<file path="config.mk">
export PLATFORM = sky130hd
export DESIGN_NAME = mcast_tree_alloc
export DESIGN_NICKNAME = d
export VERILOG_FILES = /design/src/rtl/mtree_pkg.sv /design/src/rtl/dset_cam.sv /design/src/rtl/lru_ages.sv /design/src/rtl/setup_seq.sv /design/src/rtl/mcast_tree_alloc.sv
export SDC_FILE = /design/constraint.sdc
export NUM_CORES = 1
export LEC_CHECK = 0
export CAP_MARGIN = 10
export CORE_MARGIN = 2
export CORE_UTILIZATION = 61
export DETAILED_ROUTE_END_ITERATION = 16
export PLACE_DENSITY = 0.82
export SYNTH_ARGS = -nofsm -noshare
export SYNTH_HDL_FRONTEND = slang
export SYNTH_SLANG_ARGS = --single-unit
</file>
<file path="constraint.sdc">
create_clock -name clk -period 9 [get_ports clk]
set_input_delay 1.8 -clock clk [delete_from_list [all_inputs] [get_ports clk]]
set_output_delay 1.8 -clock clk [all_outputs]
set_load 0.03 [all_outputs]
</file>
<file path="src/rtl/mtree_pkg.sv">
package mtree_pkg;

    localparam int DEF_NODES = 16;
    localparam int DEF_TREES = 8;

    typedef enum logic [1:0] {
        SQ_IDLE  = 2'd0,
        SQ_SETUP = 2'd1,
        SQ_SEND  = 2'd2
    } seq_state_e;

    function automatic int tree_base(input int node, input int trees);
        return node * trees;
    endfunction

endpackage

</file>
<file path="src/rtl/dset_cam.sv">
module dset_cam #(
    parameter int NODES = mtree_pkg::DEF_NODES,
    parameter int TREES = mtree_pkg::DEF_TREES,
    localparam int EW   = $clog2(TREES)
) (
    input  logic             clk,
    input  logic             rst,
    input  logic [NODES-1:0] lookup_set,
    output logic             hit,
    output logic [EW-1:0]    hit_idx,
    input  logic             wr_en,
    input  logic [EW-1:0]    wr_idx,
    input  logic [NODES-1:0] wr_set
);
    logic [NODES-1:0] sets [TREES];
    logic [TREES-1:0] used;
    logic [TREES-1:0] match;

    for (genvar e = 0; e < TREES; e++) begin : g_entry
        always_ff @(posedge clk) begin
            if (rst) begin
                sets[e] <= '0;
                used[e] <= 1'b0;
            end else if (wr_en && wr_idx == EW'(e)) begin
                sets[e] <= wr_set;
                used[e] <= 1'b1;
            end
        end
        assign match[e] = used[e] && (sets[e] == lookup_set);
    end

    always_comb begin
        hit_idx = '0;
        for (int e = 0; e < TREES; e++) begin
            if (match[e]) hit_idx = EW'(e);
        end
    end
    assign hit = |match;

    // a set is never stored twice, so at most one entry can match
    assert_unique_match_R1: assert property (@(posedge clk) disable iff (rst)
        $onehot0(match));

endmodule

</file>
<file path="src/rtl/lru_ages.sv">
module lru_ages #(
    parameter int TREES = mtree_pkg::DEF_TREES,
    localparam int EW   = $clog2(TREES)
) (
    input  logic          clk,
    input  logic          rst,
    input  logic          touch_en,
    input  logic [EW-1:0] touch_idx,
    output logic [EW-1:0] victim
);
    logic [EW-1:0] age [TREES];
    logic [EW-1:0] touched_age;

    assign touched_age = age[touch_idx];

    for (genvar e = 0; e < TREES; e++) begin : g_age
        always_ff @(posedge clk) begin
            if (rst) begin
                age[e] <= EW'(TREES - 1 - e);
            end else if (touch_en) begin
                if (touch_idx == EW'(e))
                    age[e] <= '0;
                else if (age[e] < touched_age)
                    age[e] <= age[e] + 1'b1;
            end
        end
    end

    always_comb begin
        victim = '0;
        for (int e = 0; e < TREES; e++) begin
            if (age[e] == EW'(TREES - 1)) victim = EW'(e);
        end
    end

    // the entry just touched is the most recent one and cannot be the victim
    assert_touched_not_victim_R6: assert property (@(posedge clk) disable iff (rst)
        touch_en |=> (victim != $past(touch_idx)));

endmodule

</file>
<file path="src/rtl/setup_seq.sv">
module setup_seq
    import mtree_pkg::*;
#(
    parameter int NODES = mtree_pkg::DEF_NODES,
    parameter int TREES = mtree_pkg::DEF_TREES,
    localparam int NW   = $clog2(NODES),
    localparam int EW   = $clog2(TREES)
) (
    input  logic             clk,
    input  logic             rst,
    input  logic             req_valid,
    output logic             req_ready,
    input  logic [NODES-1:0] req_dest,
    input  logic             hit,
    input  logic [EW-1:0]    hit_idx,
    input  logic [EW-1:0]    victim,
    output logic             fill_en,
    output logic             touch_en,
    output logic [EW-1:0]    touch_idx,
    output logic             setup_valid,
    output logic [NW-1:0]    setup_node,
    output logic             mcast_valid,
    output logic [EW-1:0]    cur_entry
);
    seq_state_e       state;
    logic [NODES-1:0] pend;
    logic [NODES-1:0] pend_next;
    logic             accept;
    logic             nonzero;

    assign req_ready = (state == SQ_IDLE);
    assign accept    = req_valid && req_ready;
    assign nonzero   = |req_dest;
    assign touch_en  = accept && nonzero;
    assign fill_en   = accept && nonzero && !hit;
    assign touch_idx = hit ? hit_idx : victim;

    // lowest pending destination: scan downward so the lowest set bit wins
    always_comb begin
        setup_node = '0;
        for (int i = NODES - 1; i >= 0; i--) begin
            if (pend[i]) setup_node = NW'(i);
        end
    end
    assign pend_next   = pend & ~(NODES'(1) << setup_node);
    assign setup_valid = (state == SQ_SETUP);
    assign mcast_valid = (state == SQ_SEND);

    always_ff @(posedge clk) begin
        if (rst) begin
            state     <= SQ_IDLE;
            pend      <= '0;
            cur_entry <= '0;
        end else begin
            unique case (state)
                SQ_IDLE: begin
                    if (touch_en) begin
                        cur_entry <= touch_idx;
                        if (hit) begin
                            state <= SQ_SEND;
                        end else begin
                            pend  <= req_dest;
                            state <= SQ_SETUP;
                        end
                    end
                end
                SQ_SETUP: begin
                    pend <= pend_next;
                    if (pend_next == '0) state <= SQ_SEND;
                end
                SQ_SEND:  state <= SQ_IDLE;
                default:  state <= SQ_IDLE;
            endcase
        end
    end

    // setup destinations strictly ascend inside one sequence
    assert_setup_ascending_R3: assert property (@(posedge clk) disable iff (rst)
        (setup_valid && $past(setup_valid)) |-> (setup_node > $past(setup_node)));

    // the header follows directly once the setup run ends
    assert_header_after_setup_R4: assert property (@(posedge clk) disable iff (rst)
        $fell(setup_valid) |-> mcast_valid);

    assert_no_overlap_R4: assert property (@(posedge clk) disable iff (rst)
        !(setup_valid && mcast_valid));

    // taking a nonzero set closes the request side next cycle
    assert_stall_after_accept_R7: assert property (@(posedge clk) disable iff (rst)
        (req_valid && req_ready && (req_dest != '0)) |=> !req_ready);

    // an empty set produces no traffic
    assert_zero_silent_R8: assert property (@(posedge clk) disable iff (rst)
        (req_valid && req_ready && (req_dest == '0)) |=> (!setup_valid && !mcast_valid));

endmodule

</file>
<file path="src/rtl/mcast_tree_alloc.sv">
module mcast_tree_alloc
    import mtree_pkg::*;
#(
    parameter int NUM_NODES = mtree_pkg::DEF_NODES,
    parameter int TREES     = mtree_pkg::DEF_TREES,
    parameter int NODE_ID   = 0,
    localparam int NW       = $clog2(NUM_NODES),
    localparam int EW       = $clog2(TREES),
    localparam int TID_W    = $clog2(NUM_NODES * TREES)
) (
    input  logic                 clk,
    input  logic                 rst,
    input  logic                 req_valid,
    output logic                 req_ready,
    input  logic [NUM_NODES-1:0] req_dest,
    output logic                 setup_valid,
    output logic [NW-1:0]        setup_node,
    output logic [TID_W-1:0]     setup_tree,
    output logic                 mcast_valid,
    output logic [TID_W-1:0]     mcast_tree
);
    localparam logic [TID_W-1:0] BASE = TID_W'(tree_base(NODE_ID, TREES));

    logic          hit;
    logic [EW-1:0] hit_idx;
    logic [EW-1:0] victim;
    logic          fill_en;
    logic          touch_en;
    logic [EW-1:0] touch_idx;
    logic [EW-1:0] cur_entry;
    logic [TID_W-1:0] tree_id;

    dset_cam #(.NODES(NUM_NODES), .TREES(TREES)) u_cam (
        .clk        (clk),
        .rst        (rst),
        .lookup_set (req_dest),
        .hit        (hit),
        .hit_idx    (hit_idx),
        .wr_en      (fill_en),
        .wr_idx     (victim),
        .wr_set     (req_dest)
    );

    lru_ages #(.TREES(TREES)) u_lru (
        .clk       (clk),
        .rst       (rst),
        .touch_en  (touch_en),
        .touch_idx (touch_idx),
        .victim    (victim)
    );

    setup_seq #(.NODES(NUM_NODES), .TREES(TREES)) u_seq (
        .clk         (clk),
        .rst         (rst),
        .req_valid   (req_valid),
        .req_ready   (req_ready),
        .req_dest    (req_dest),
        .hit         (hit),
        .hit_idx     (hit_idx),
        .victim      (victim),
        .fill_en     (fill_en),
        .touch_en    (touch_en),
        .touch_idx   (touch_idx),
        .setup_valid (setup_valid),
        .setup_node  (setup_node),
        .mcast_valid (mcast_valid),
        .cur_entry   (cur_entry)
    );

    assign tree_id    = BASE + TID_W'(cur_entry);
    assign setup_tree = tree_id;
    assign mcast_tree = tree_id;

    // emitted tree IDs stay inside this node's slice
    assert_setup_range_R5: assert property (@(posedge clk) disable iff (rst)
        setup_valid |-> (setup_tree >= BASE && setup_tree < BASE + TID_W'(TREES)));

    assert_mcast_range_R5: assert property (@(posedge clk) disable iff (rst)
        mcast_valid |-> (mcast_tree >= BASE && mcast_tree < BASE + TID_W'(TREES)));

endmodule

</file>
==> flow_summary.json, run 1 <==
{
  "cp.arrival_ns": 7.35,
  "layout.nets": 995,
  "grt_usage_pct": 27.26,
  "grtUsageMet1_pct": 38.06,
  "grt_use_met3_pct": 4.429,
  "fin_ws_ns": 1.791,
  "syn_avg_cell_area_um2": 10.86,
  "wl_per_cell_um": 20.17,
  "preCtsSetupSlack_ns": 1.508,
  "ys_ff_latch": 181,
  "hold_viol_final": 0,
  "rsz0062_at_grt": "no",
  "core_mm2": 0.01658,
  "fin_skew_ns": 0.01007,
  "utilization_pct": 68.27,
  "worst_pin_slew_ns": 1.056,
  "die_height_um": 134.5,
  "n_fill_cell": 1243,
  "drcViolationCount": 0,
  "slew_violations": 0,
  "die_x_um": 134.5,
  "initial_core_util_pct": 62.60,
  "routed-via-count": 7480,
  "top_usage_layer": "met2",
  "timing.fmax_mhz": 138.7,
  "cp-start-kind": "input port",
  "slew-limit-headroom_pct": 29.41,
  "design_area_mm2": 0.01132,
  "yosys.area.top_type": "edfxtp_1",
  "final_antenna_net_count": 0,
  "clkSinkCount": 181,
  "dp_cells": 1153,
  "fin_crit_ns": 7.209,
  "worstPathMaxFanout": 18,
  "clk_root_buffer_cell": "clkbuf_16",
  "synthFlopType": "edfxtp_1",
  "crit_path_cell_trace": "clkdlybuf4s50_1 -> xor2_1 -> nor4_1 -> nand2_1 -> nor3_1 -> nor4b_1 -> nand3_1 -> o21a_1 -> mux2i_1 -> nand4_1 -> maj3_2 -> a2111oi_4 -> a311o_1",
  "yosysMostFrequentCell": "edfxtp_1",
  "firstDrtPassIters": 7,
  "setup_tns_ns": 0,
  "fp-row-count": 47,
  "die_area_mm2": 0.01808,
  "cts_tree": "yes",
  "end_kind": "flip-flop",
  "synthTopCellsByCount": "edfxtp_1, xor2_1, and3_1",
  "ios": 40,
  "synth_cells": 956,
  "hpwl_um": 15290,
  "min_path_type": "flip-flop to flip-flop",
  "power_density_mw_per_mm2": 299.3,
  "clock_path_buffers": 2,
  "synthDistinctLibCells": 69,
  "period_share_pct": 80.10,
  "grt_pass1_wl_um": 38090,
  "critPathKind": "input port to flip-flop",
  "diodes": 0,
  "cts_made_buffers": 17,
  "synthArstFlopShare_pct": 0,
  "crit_buf_inv": 1,
  "leakage_nw": 4.452,
  "gp_congestion": 0.9394,
  "post_cts_resized": 0,
  "routed_wl_um": 23920,
  "cts_setup_buffers": 0,
  "syn_to_final_growth_pct": 9.052,
  "vias_per_cell": 6.307,
  "grt_max_degree": 86,
  "finalPower_mw": 3.389,
  "synth_edf_count": 152,
  "fin_cells": 1186,
  "critPathMaxStageDelay_ns": 1.17,
  "syn-cell-area_mm2": 0.01038,
  "cts.clk_slew.worst_paths_ns": 0.07,
  "grt_remaining_overflow": 0,
  "slowest_stage": "clkdlybuf4s50_1",
  "finalSetupViolations": 0,
  "grt_pass1_vias": 7173,
  "met2_usage_pct": 43.57,
  "synth_area_leaders": "edfxtp_1, xor2_1, dfxtp_1",
  "cap_violations": 0,
  "yosysTopAreaCellShare_pct": 43.97,
  "hold_slack_ns": 0.4838,
  "yosysWarnings": 0,
  "worstPathRequired_ns": 9.14,
  "outcome": "finished, final reports clean",
  "ir_drop_uv": 271.7,
  "drt_iter0_drc": 715,
  "layout-drive-gt1-share_pct": 7.660,
  "cp_top_family": "simple AND/OR/NAND/NOR gates",
  "antenna_found_initial": 0,
  "portBuffers": 31,
  "clkLatencyLatePin_ns": 0.44,
  "cts_max_level": 4,
  "r2r_setup_slack_ns": 3.99,
  "hold_buffers": 0,
  "dpl-instance-area_mm2": 0.01073,
  "seq_area_frac_synth_pct": 49.56
}
## flip-flops by register name, summed over array words and instances (netlist names)
signal,cells
u_seq.pend,16
u_cam.used,8
u_seq.state,2
u_seq.cur_entry,3
u_lru.age,24
u_cam.sets,128
## where the power goes
part | switching (mW) | internal (mW) | total, mW
clock network | 0.311 | 0.430 | 0.741
registers | 0.102 | 1.11 | 1.21
logic | 0.908 | 0.529 | 1.44
total | 1.32 | 2.07 | 3.39
## placed cells by master, fill, tap and decap left out, types with 5 or more instances in the layout
| master | Yosys | layout |
|---|---|---|
| xor2_1 | 106 | 106 |
| ha_1 | 23 | 23 |
| o21ai_1 | 2 | 5 |
| clkdlybuf4s50_1 | 0 | 31 |
| nor4b_1 | 6 | 6 |
| o211ai_1 | 12 | 12 |
| clkbuf_16 | 0 | 19 |
| a31oi_1 | 6 | 6 |
| inv_1 | 16 | 16 |
| mux2i_1 | 9 | 9 |
| a211oi_1 | 11 | 11 |
| or3_1 | 5 | 5 |
| o21ai_0 | 16 | 13 |
| a22o_1 | 5 | 5 |
| nor2_1 | 40 | 39 |
| clkbuf_1 | 48 | 5 |
| and3_1 | 83 | 83 |
| o21bai_1 | 7 | 7 |
| nand3_1 | 10 | 10 |
| nor4_1 | 43 | 43 |
| and2_1 | 57 | 57 |
| xnor2_1 | 22 | 22 |
| dfxtp_1 | 29 | 29 |
| buf_4 | 25 | 23 |
| nand4_1 | 10 | 10 |
| a21oi_1 | 34 | 34 |
| nor3_1 | 33 | 31 |
| edfxtp_1 | 152 | 152 |
| o311ai_0 | 5 | 5 |
| conb_1 | 1 | 8 |
| nand2_1 | 58 | 58 |
## cells by family after synthesis
logic type,count (synthesis),share of synthesized area (%)
buffers and inverters,99,4.881
adders and majority gates,29,3.399
AOI/OAI and AO/OA,137,9.968
and+or+nand+nor,371,20.33
xor gates and xnor gates,129,10.96
muxes,9,0.8678
other,1,0.03612
DFF,181,49.56
## routing by layer
layer	vias up	wire length (µm)
met4	0	495
met3	39	1780
met1	3623	10470
met2	336	11180
li1	3482	-
met5	-	0
## final cells by class
type	instances	area, µm²	area share (%)
clock buffer	26	521.8	4.609
clock inverter	6	62.56	0.5526
inverter	16	60.06	0.5305
multi-input combinational	683	4773	42.16
sequential	181	5145	45.45
tap	220	275.3	2.431
timing repair buffer	54	483.0	4.266
## path summary, 6_finish.rpt
kind,cells past startpoint,startpoint,to
worst max-delay path,13,req_dest[1],u_lru.age[0][1]
worst min-delay path,1,u_cam.used[2],u_cam.used[2]
worst max register to register,12,u_cam.sets[1][18],u_lru.age[0][1]
worst min register to register,1,u_cam.used[2],u_cam.used[2]
## worst register-to-register path: cells and delay by family, from the launching register on
family,cells,cell delay (ns)
xor+xnor,1,0.17
compound gates,3,1.40
mux,1,0.28
simple gates,6,1.93
fa+ha+maj,1,0.54
flops,1,0.39
No activity file was read; power rests on OpenSTA's default activity.
==> run 2: changes to the inputs <==
Settings changed: CORE_UTILIZATION 61 to 56, PLACE_DENSITY 0.82 to 0.79.
Clock period 9 ns to 5.8 ns, I/O delays scaled along.
==> run 2 against run 1 <==
The run now ends with design-rule violations left; largest power group unchanged; clock power up 54%; sequential power up 55%; highest routed layer unchanged; clock-buffer cell count down 4; sequential share of layout area down 1.5 points; clock skew down 0.0010 ns.
==> flow_summary.json, run 2 (synthesized netlist as in run 1, its figures left out) <==
{
  "outcome": "finished, violations left",
  "violations": "design-rule violations",
  "crit_path_cell_trace": "clkdlybuf4s50_1 -> buf_12 -> xor2_1 -> nor4_1 -> nand4_1 -> o22ai_1 -> nor2_2 -> a21oi_1 -> buf_4 -> mux2i_1 -> a211oi_1 -> a31oi_1 -> ha_1 -> nor2_1 -> a31oi_1 -> o311ai_0 -> buf_4",
  "grt_remaining_overflow": 0,
  "fin_skew_ns": 0.009032,
  "fp-row-count": 49,
  "slowest_stage": "a31oi_1",
  "utilization_pct": 64.76,
  "grt_pass1_vias": 7177,
  "p_int_mw": 3.251,
  "multiInputGateArea_mm2": 0.004773,
  "core_mm2": 0.01809,
  "finalSetupViolations": 0,
  "crit_cells": 17,
  "cts_made_buffers": 17,
  "largest_reg_flops": 128,
  "critPathKind": "input port to flip-flop",
  "crit_end": "u_lru.age[1][2]",
  "cts.clk_slew.worst_paths_ns": 0.06,
  "portBuffers": 31,
  "cp.arrival_ns": 5.63,
  "clkSinkCount": 181,
  "diodes": 0,
  "cap_violations": 0,
  "hold_viol_final": 0,
  "pwr-share-seq_pct": 35.1,
  "ir_drop_uv": 358.6,
  "layout.nets": 1022,
  "setup_tns_ns": 0,
  "grt_max_degree": 86,
  "worst_pin_slew_ns": 1.078,
  "die_area_mm2": 0.01964,
  "cp-start-kind": "input port",
  "min_path_type": "flip-flop to flip-flop",
  "clkLatencyLatePin_ns": 0.44,
  "mostFrequentLayoutCells": "edfxtp_1, xor2_1, and3_1",
  "gp_congestion": 0.9268,
  "end_kind": "flip-flop",
  "startpoint": "req_dest[14]",
  "firstDrtPassIters": 11,
  "cp_top_family": "compound AO/OA/AOI/OAI gates",
  "grt_usage_pct": 25.55,
  "antenna_found_initial": 0,
  "clock_path_buffers": 2,
  "final_common_cell": "edfxtp_1",
  "cts_max_level": 4,
  "clk_root_buffer_cell": "clkbuf_16",
  "vias_per_cell": 6.177,
  "syn_to_final_growth_pct": 12.82,
  "ios": 40,
  "die_x_um": 140.2,
  "hpwl_um": 15920,
  "wl_per_cell_um": 20.26,
  "timing.fmax_mhz": 183.0,
  "reg_top3": "u_cam.sets x128, u_lru.age x24, u_seq.pend x16",
  "rsz0062_at_grt": "no",
  "slew_violations": 0,
  "r2r_setup_slack_ns": 1.33,
  "swShare_pct": 39.21,
  "hold_buffers": 0,
  "die_height_um": 140.2,
  "routed-via-count": 7548,
  "power_frac_clock_pct": 21.3,
  "fin_cells": 1222,
  "worstPathRequired_ns": 5.96,
  "worstPathMaxFanout": 18,
  "hold_slack_ns": 0.4888,
  "post_cts_resized": 0,
  "top_register": "u_cam.sets",
  "cts_tree": "yes",
  "reg2reg_from": "u_cam.sets[0][6]",
  "fin_crit_ns": 5.466,
  "netSwitchingPower_mw": 2.098,
  "slew-limit-headroom_pct": 27.84,
  "crit_buf_inv": 4,
  "period_share_pct": 94.24,
  "grt_pass1_wl_um": 39180,
  "final_antenna_net_count": 0,
  "layout-drive-gt1-share_pct": 10.67,
  "ff_latch_area_mm2": 0.005145,
  "reg2regPathDepth": 15,
  "power_density_mw_per_mm2": 456.7,
  "drcViolationCount": 3,
  "worst_r2r_endpoint": "u_lru.age[1][2]",
  "initial_core_util_pct": 57.40,
  "drt_iter0_drc": 717,
  "n_fill_cell": 1388,
  "p_comb_share_pct": 43.6,
  "routed_wl_um": 24760,
  "leakage_nw": 4.658,
  "cts_setup_buffers": 0,
  "critPathMaxStageDelay_ns": 0.68,
  "finalPower_mw": 5.349,
  "dp_cells": 1190
}
[run 2: cell count changes in the layout (fill, tap and decap cells not counted), sizes merged]
cell    delta
buf       +27
clkinv     +6
clkbuf     -4
inv        -1
bufinv     -1
[run 2: worst min-delay path by stage]
stage                   from            end  slack, ns  cells past startpoint
6_report       u_cam.used[1]  u_cam.used[1]       0.49                      1
5_1_grt        u_cam.used[3]  u_cam.used[3]       0.50                      1
4_1_cts        u_cam.used[1]  u_cam.used[1]       0.48                      1
3_5_place_dp   u_cam.used[1]  u_cam.used[1]       0.47                      1
3_3_place_gp   u_cam.used[0]  u_cam.used[0]       0.46                      1
2_1_floorplan  u_cam.used[6]  u_cam.used[6]       0.45                      1
[run 2: worst reg2reg max path, cell delays in order (launching register included)]
cell	delay, ns
edfxtp_1	0.38
xor2_1	0.15
nor4_1	0.40
nand4_1	0.23
o22ai_1	0.41
nor2_2	0.12
a21oi_1	0.18
buf_4	0.23
mux2i_1	0.24
a211oi_1	0.10
a31oi_1	0.68
ha_1	0.40
nor2_1	0.13
a31oi_1	0.06
o311ai_0	0.29
buf_4	0.19
[run 2: per-stage QoR]
| stage | worst slack [ns] | instance area [µm²] |
|---|---|---|
| global route | 0.05144 | 11710 |
| finish | 0.3342 | 11710 |
| detailed placement | -0.02402 | 11130 |
| floorplan | 0.7198 | 10410 |
| CTS | 0.3899 | 11710 |
| global placement | 0.08631 | 11130 |
[run 2: power groups by stage]
stage          Clock [mW]  Sequential [mW]  Combinational [mW]
6_report             1.14             1.88                2.33
5_1_grt              1.19             1.90                2.56
4_1_cts              1.14             1.88                2.31
3_5_place_dp            0             1.90                2.27
3_3_place_gp            0             1.90                2.23
2_1_floorplan           0             1.86                1.71
[run 2: layout make-up]
| type | count | share of cell area [%] |
|---|---|---|
| sequential | 181 | 43.93 |
| tap | 229 | 2.446 |
| timing repair buffer | 81 | 7.350 |
| multi-input combinational | 683 | 40.75 |
| clock buffer | 22 | 4.455 |
| clock inverter | 10 | 0.5555 |
| inverter | 16 | 0.5128 |
[run 2: layer usage]
| layer | global-route usage [%] | routed length, µm | vias to the layer above | share of wire, % |
|---|---|---|---|---|
| li1 | - | - | 3532 | - |
| met1 | 35.09 | 10690 | 3673 | 43 |
| met2 | 41.67 | 11830 | 304 | 48 |
| met3 | 4.308 | 1747 | 39 | 7.1 |
| met4 | 8.293 | 488 | 0 | 2.0 |
| met5 | 0 | 0 | - | 0 |
